**config.mk**
```make
export PLATFORM = sky130hd
export DESIGN_NAME = interval_event_det
export DESIGN_NICKNAME = d
export VERILOG_FILES = /design/src/rtl/interval_event_det.sv
export SDC_FILE = /design/constraint.sdc
export NUM_CORES = 1
export LEC_CHECK = 0
export CORE_AREA = 2 2 99 101
export DETAILED_ROUTE_END_ITERATION = 12
export DIE_AREA = 0 0 101 103
export HOLD_SLACK_MARGIN = 0.15
export PLACE_DENSITY_LB_ADDON = 0.15
export RECOVER_POWER = 25
export SYNTH_ARGS = -nofsm -noshare
export SYNTH_HDL_FRONTEND = slang
export SYNTH_SLANG_ARGS = --single-unit
export TNS_END_PERCENT = 30
```
**constraint.sdc**
```tcl
create_clock -name clk -period 1.8 [get_ports clk]
set_input_delay 0.27 -clock clk [delete_from_list [all_inputs] [get_ports clk]]
set_output_delay 0.27 -clock clk [all_outputs]
set_load 0.02 [all_outputs]
```
**src/rtl/interval_event_det.sv**
```systemverilog
module interval_event_det #(
  parameter int SEC_W   = 6,
  parameter int MIN_W   = 6,
  parameter int HR_W    = 5,
  parameter int CNT_W   = 32,
  parameter int NOON_HR = 12
) (
  input  logic             clk,
  input  logic             rst_n,
  input  logic             cal_mode,
  input  logic [1:0]       evt_sel,
  input  logic             evt_en,
  input  logic [SEC_W-1:0] sec_i,
  input  logic [MIN_W-1:0] min_i,
  input  logic [HR_W-1:0]  hour_i,
  input  logic             cnt_en,
  input  logic             cnt_wr,
  input  logic [CNT_W-1:0] cnt_wdata,
  output logic [CNT_W-1:0] cnt_rdata,
  output logic             evt_o
);

  localparam int NSEL = 4;
  localparam int SEG  = CNT_W / NSEL;

  logic [CNT_W-1:0] cnt_q;
  logic [SEC_W-1:0] sec_q;
  logic [MIN_W-1:0] min_q;
  logic [HR_W-1:0]  hour_q;
  logic             primed_q;
  logic             evt_q;
  logic [NSEL-1:0]  seg_full;
  logic             cal_hit;

  genvar g;
  generate
    for (g = 0; g < NSEL; g++) begin : g_seg
      assign seg_full[g] = &cnt_q[(g+1)*SEG-1:0];
    end
  endgenerate

  wire step    = !cal_mode && cnt_en && !cnt_wr;
  wire ovf     = step && seg_full[evt_sel];
  wire now_mid = (hour_i == '0) && (min_i == '0) && (sec_i == '0);
  wire was_mid = (hour_q == '0) && (min_q == '0) && (sec_q == '0);
  wire now_non = (hour_i == HR_W'(NOON_HR)) && (min_i == '0) && (sec_i == '0);
  wire was_non = (hour_q == HR_W'(NOON_HR)) && (min_q == '0) && (sec_q == '0);

  always_comb begin
    case (evt_sel)
      2'b00:   cal_hit = (min_i != min_q);
      2'b01:   cal_hit = (hour_i != hour_q);
      2'b10:   cal_hit = now_mid && !was_mid;
      default: cal_hit = now_non && !was_non;
    endcase
  end

  wire hit = cal_mode ? (primed_q && cal_hit) : ovf;

  always_ff @(posedge clk) begin
    if (!rst_n) begin
      cnt_q    <= '0;
      sec_q    <= '0;
      min_q    <= '0;
      hour_q   <= '0;
      primed_q <= 1'b0;
      evt_q    <= 1'b0;
    end else begin
      sec_q    <= sec_i;
      min_q    <= min_i;
      hour_q   <= hour_i;
      primed_q <= 1'b1;
      evt_q    <= evt_en && hit;
      if (cnt_wr)    cnt_q <= cnt_wdata;
      else if (step) cnt_q <= cnt_q + 1'b1;
    end
  end

  assign cnt_rdata = cnt_q;
  assign evt_o     = evt_q;


  a_r1_reset_clears: assert property (@(posedge clk)
    !rst_n |=> (evt_o == 1'b0) && (cnt_rdata == '0));


  a_r9_disabled_quiet: assert property (@(posedge clk) disable iff (!rst_n)
    !evt_en |=> !evt_o);


  a_r8_load_wins: assert property (@(posedge clk) disable iff (!rst_n)
    cnt_wr |=> (cnt_rdata == $past(cnt_wdata)) && !evt_o);


  a_r6_step_one: assert property (@(posedge clk) disable iff (!rst_n)
    (!cal_mode && cnt_en && !cnt_wr) |=> cnt_rdata == $past(cnt_rdata) + 1'b1);

  a_r6_hold: assert property (@(posedge clk) disable iff (!rst_n)
    (!cnt_wr && (cal_mode || !cnt_en)) |=> $stable(cnt_rdata));


  a_r7_no_early_wrap: assert property (@(posedge clk) disable iff (!rst_n)
    (!cal_mode && evt_sel == 2'b00 && cnt_rdata[SEG-1:0] != {SEG{1'b1}}) |=> !evt_o);


  a_r4_mid_only_at_zero: assert property (@(posedge clk) disable iff (!rst_n)
    (cal_mode && evt_sel == 2'b10 && (hour_i != '0 || min_i != '0 || sec_i != '0)) |=> !evt_o);


  a_r5_noon_only_at_noon: assert property (@(posedge clk) disable iff (!rst_n)
    (cal_mode && evt_sel == 2'b11 && (hour_i != HR_W'(NOON_HR) || min_i != '0 || sec_i != '0))
      |=> !evt_o);

endmodule

```
==> reports/results.md <==
| Quantity | Reported | Unit |
|:---|:---|:---|
| Number of warnings reported in the yosys synthesis log | 0 | - |
| Power density relative to cell area | 688.1 | mW/mm² |
| Clock buffers created by TritonCTS | 5 | - |
| Worst-margin pin slew | 0.7740 | ns |
| Launch instance of the worst min-delay path | sec_i[0] | - |
| Delay of the slowest critical-path stage | 0.66 | ns |
| R2R depth | 5 | - |
| Number of synthesized register bits | 51 | - |
| DP Wirelength | 5740 | µm |
| Number of cells produced by synthesis | 280 | - |
| Proportion of layout cells with a drive suffix above 1 | 0.1749 | - |
| Effective utilization at floorplan | 0.2697 | - |
| Global-route wire length before repair | 11820 | µm |
| Most area-consuming cells after synthesis | sky130_fd_sc_hd__dfxtp_1 40%, sky130_fd_sc_hd__xor2_1 8.2%, sky130_fd_sc_hd__xnor2_1 6.2% | - |
| Number of maximum-capacitance violations | 0 | - |
| Fraction of the mapped netlist area in adder cells | 0.004904 | - |
| Min-Delay Path Class | input port to flip-flop | - |
| Share of the clock period used by the worst path | 0.9495 | - |
| Vias per cell | 4.718 | - |
| Arrival time at the worst endpoint | 1.44 | ns |
| CTS tree | built | - |
| Pleak | 0.001535 | µW |
| Worst vdd ir | 0.0003241 | V |
| Y dimension of the die | 103 | µm |
| Final net count | 463 | - |
| Number of enable flip-flop cells after synthesis | 0 | - |
| Final Routed Wirelength | 7423 | µm |
| Number of antenna violations at the first check in global routing | 1 | - |
| Delay-heaviest family, CP | buffers and inverters | - |
| First-pass iteration count of the detailed router | 4 | - |
| Top Ports | 90 | - |
| Crit path max fanout | 6 | - |
| Count of buffers from port buffering | 89 | - |
| Clock network latency to the later pin of the worst-skew pair | 0.31 | ns |
| Fillcell total | 943 | - |
| Average wire length per cell after detail routing | 14.25 | µm |
| Crit path max-delay cell type | sky130_fd_sc_hd__clkdlybuf4s50_1 | - |
| GRT overflow | 0 | - |
| Placeable core region | 0.009459 | mm² |
| Required time of the critical path | 1.53 | ns |
| Cells along the critical path | clkdlybuf4s50_1 | - |
| Longest Clk Path Bufs | 2 | - |
| Area fraction in compound gates after synthesis | 0.1412 | - |
| Total routing resource utilization after global routing | 0.1428 | - |
| Shortest period the worst path allows | 1.709 | ns |
| Path type of the worst setup path | flip-flop to output pin | - |
| Parity-gate share of the synthesized area counting xor and xnor cells | 0.1442 | - |
| Total die area | 0.01040 | mm² |
| Antenna viol nets, final | 0 | - |
| Hold Crit Depth | 2 | - |
| Number of DRC violations after detailed-routing iteration 0 | 84 | - |
| Run status | finished clean | - |
| Highest clock frequency the design can meet | 585.1 | MHz |
| Number of setup violations in the final report | 0 | - |
| Count of final hold-check violations | 0 | - |
| Multiplexer share of the synthesized area | 0.003923 | - |
| Area of the mapped netlist | 0.002551 | mm² |
| Endpoint of the worst register-to-register path | cnt_rdata[23] | - |
| Clock-pin transition on the worst setup and hold timing paths | 0.10 | ns |
| Proportion of netlist area held by the largest area contributor | 0.4002 | - |
| Standard-cell row count | 36 | - |
| Pin count of the biggest net entering global routing | 35 | - |
| Sum of negative setup slack | 0 | ns |
| Worst r2r src | cnt_rdata[0] | - |
| Die outline width | 101 | µm |
| Tot Pwr | 2782 | µW |
| Layout Skew | 0.007791 | ns |
| Share of flip-flops with an asynchronous set or reset | 0 | - |
| Setup crit start kind | flip-flop | - |
| Final core occ | 0.4274 | - |
| Synth Area in Simple Gates | 0.2849 | - |
| Deepest level of the CTS H-tree | 2 | - |
| Post-synthesis cell type count | 39 | - |
| Clock tree root driver cell | sky130_fd_sc_hd__clkbuf_8 | - |
| Syn avg cell area | 9.111 | µm² |
| Number of hold buffers added after CTS | 0 | - |
| DRC viols | 0 | - |
| Ys flop type | sky130_fd_sc_hd__dfxtp_1 | - |
| Number of buffers and inverters on the critical path | 1 | - |
| Type of element capturing the critical path | output pin | - |
| Post-Synthesis Net Count | 338 | - |
| Final max-slew violation count | 0 | - |
| Vias in the first global route | 2476 | - |
| Worst Hold Path EP | sec_q[0] | - |
| Count of clock tree sinks | 51 | - |
| Placer's final routability congestion estimate | 0.7942 | - |
| Post-synthesis cell type with the largest combined area | sky130_fd_sc_hd__dfxtp_1 | - |
| Post-synthesis sequential area ratio | 0.4002 | - |
| Synth-to-layout area growth | 58.46 | % |
| Routed vias | 2458 | - |
| Largest family of logic cells by synthesized area | simple AND/OR/NAND/NOR gates | - |
| Worst R2R Setup Slack | 0.09 | ns |
| Slew margin rel. | 0.4840 | - |
synth_stat cells, types with 6 or more instances:
cell type,instances
sky130_fd_sc_hd__xnor2_1,18
sky130_fd_sc_hd__and3_1,6
sky130_fd_sc_hd__xor2_1,24
sky130_fd_sc_hd__nor4_1,8
sky130_fd_sc_hd__clkbuf_1,11
sky130_fd_sc_hd__o21ai_0,27
sky130_fd_sc_hd__dfxtp_1,51
sky130_fd_sc_hd__nand3_1,9
sky130_fd_sc_hd__nand4_1,11
sky130_fd_sc_hd__nand2_1,16
sky130_fd_sc_hd__a21oi_1,22
sky130_fd_sc_hd__nand2b_1,6
sky130_fd_sc_hd__nor3_2,6
sky130_fd_sc_hd__and2_1,23
routing by layer:
metal / part of all wire / wire length [µm] / track usage / vias to the layer above
met3: 0.055 / 405 / 0.03390 / 9
met5: 0 / 0 / 0 / -
li1: - / - / - / 1259
met1: 0.46 / 3430 / 0.1859 / 1125
met4: 0.012 / 90 / 0.03430 / 0
met2: 0.47 / 3497 / 0.2400 / 65
cell usage in the layout, fill, tap and decap left out, drive strengths merged, types with 2 or more instances in the layout:
master	n
inv	2
nand3	10
o211a	5
clkbuf	6
and2	23
xor2	24
nand2	16
dfxtp	51
nor4	12
nor2	2
nand4	13
dlymetal6s2s	2
nor3	11
xnor2	18
or4	2
bufinv	2
and3	6
a21oi	22
o21ai	29
buf	39
nand2b	6
and4	3
clkdlybuf4s50	86
area by class of cell:
| type | count | area [µm²] | area share |
|---|---|---|---|
| multi-input combinational | 215 | 1514 | 0.3745 |
| timing repair buffer | 129 | 1205 | 0.2981 |
| sequential | 51 | 1031 | 0.2550 |
| tap | 114 | 142.6 | 0.03528 |
| clock buffer | 5 | 68.82 | 0.01702 |
| clock inverter | 3 | 67.56 | 0.01671 |
| inverter | 3 | 11.26 | 0.002786 |
| antenna | 1 | 2.502 | 0.0006190 |
state kept, by name, summed over array words and instances, names as in the netlist:
register	flops
cnt_rdata	32
sec_q	6
min_q	6
hour_q	5
primed_q	1
evt_o	1
what timing repair did:
item | 4_1_cts | 5_1_grt
buffers inserted | 0 | 1
gates resized for setup | 0 | 11
setup endpoints to repair | 0 | 17
how the worst max path moves through the flow:
stage	startpoint	to	cells after the start
2_1_floorplan	cnt_rdata[8]	cnt_rdata[21]	5
3_3_place_gp	cal_mode	cnt_rdata[21]	6
3_5_place_dp	cal_mode	cnt_rdata[19]	6
4_1_cts	cnt_rdata[0]	cnt_rdata[10]	8
5_1_grt	cnt_rdata[0]	cnt_rdata[23]	5
6_report	cnt_rdata[12]	cnt_rdata[12]	1
power by group:
part           total (µW)  internal (µW)  switching [µW]
logic                 557            320             237
clock network         957            555             403
registers            1270           1200            67.2
total                2780           2070             707
per-stage QoR:
stage	std cells	area [µm²]	hold WS (ns)	worst slack, ns
final	521	4043	0.5518	0.09081
after global routing	520	4040	0.5493	-0.0004832
after CTS	519	3991	0.5448	0.004439
after detailed placement	511	3855	0.5927	-0.2896
after global placement	511	3855	0.5766	-0.2804
after floorplan	280	2557	0.2977	0.006329
logic make-up (layout without fill, tap and decap cells):
kind of cell,Yosys count,in the layout
and+or+nand+nor,108,108
adders and majority gates,1,1
muxes,1,1
xor gates and xnor gates,42,42
buffers and inverters,14,140
AOI/OAI and AO/OA,63,63
other,0,1
DFF,51,51
No activity file was read; power rests on OpenSTA's default activity.
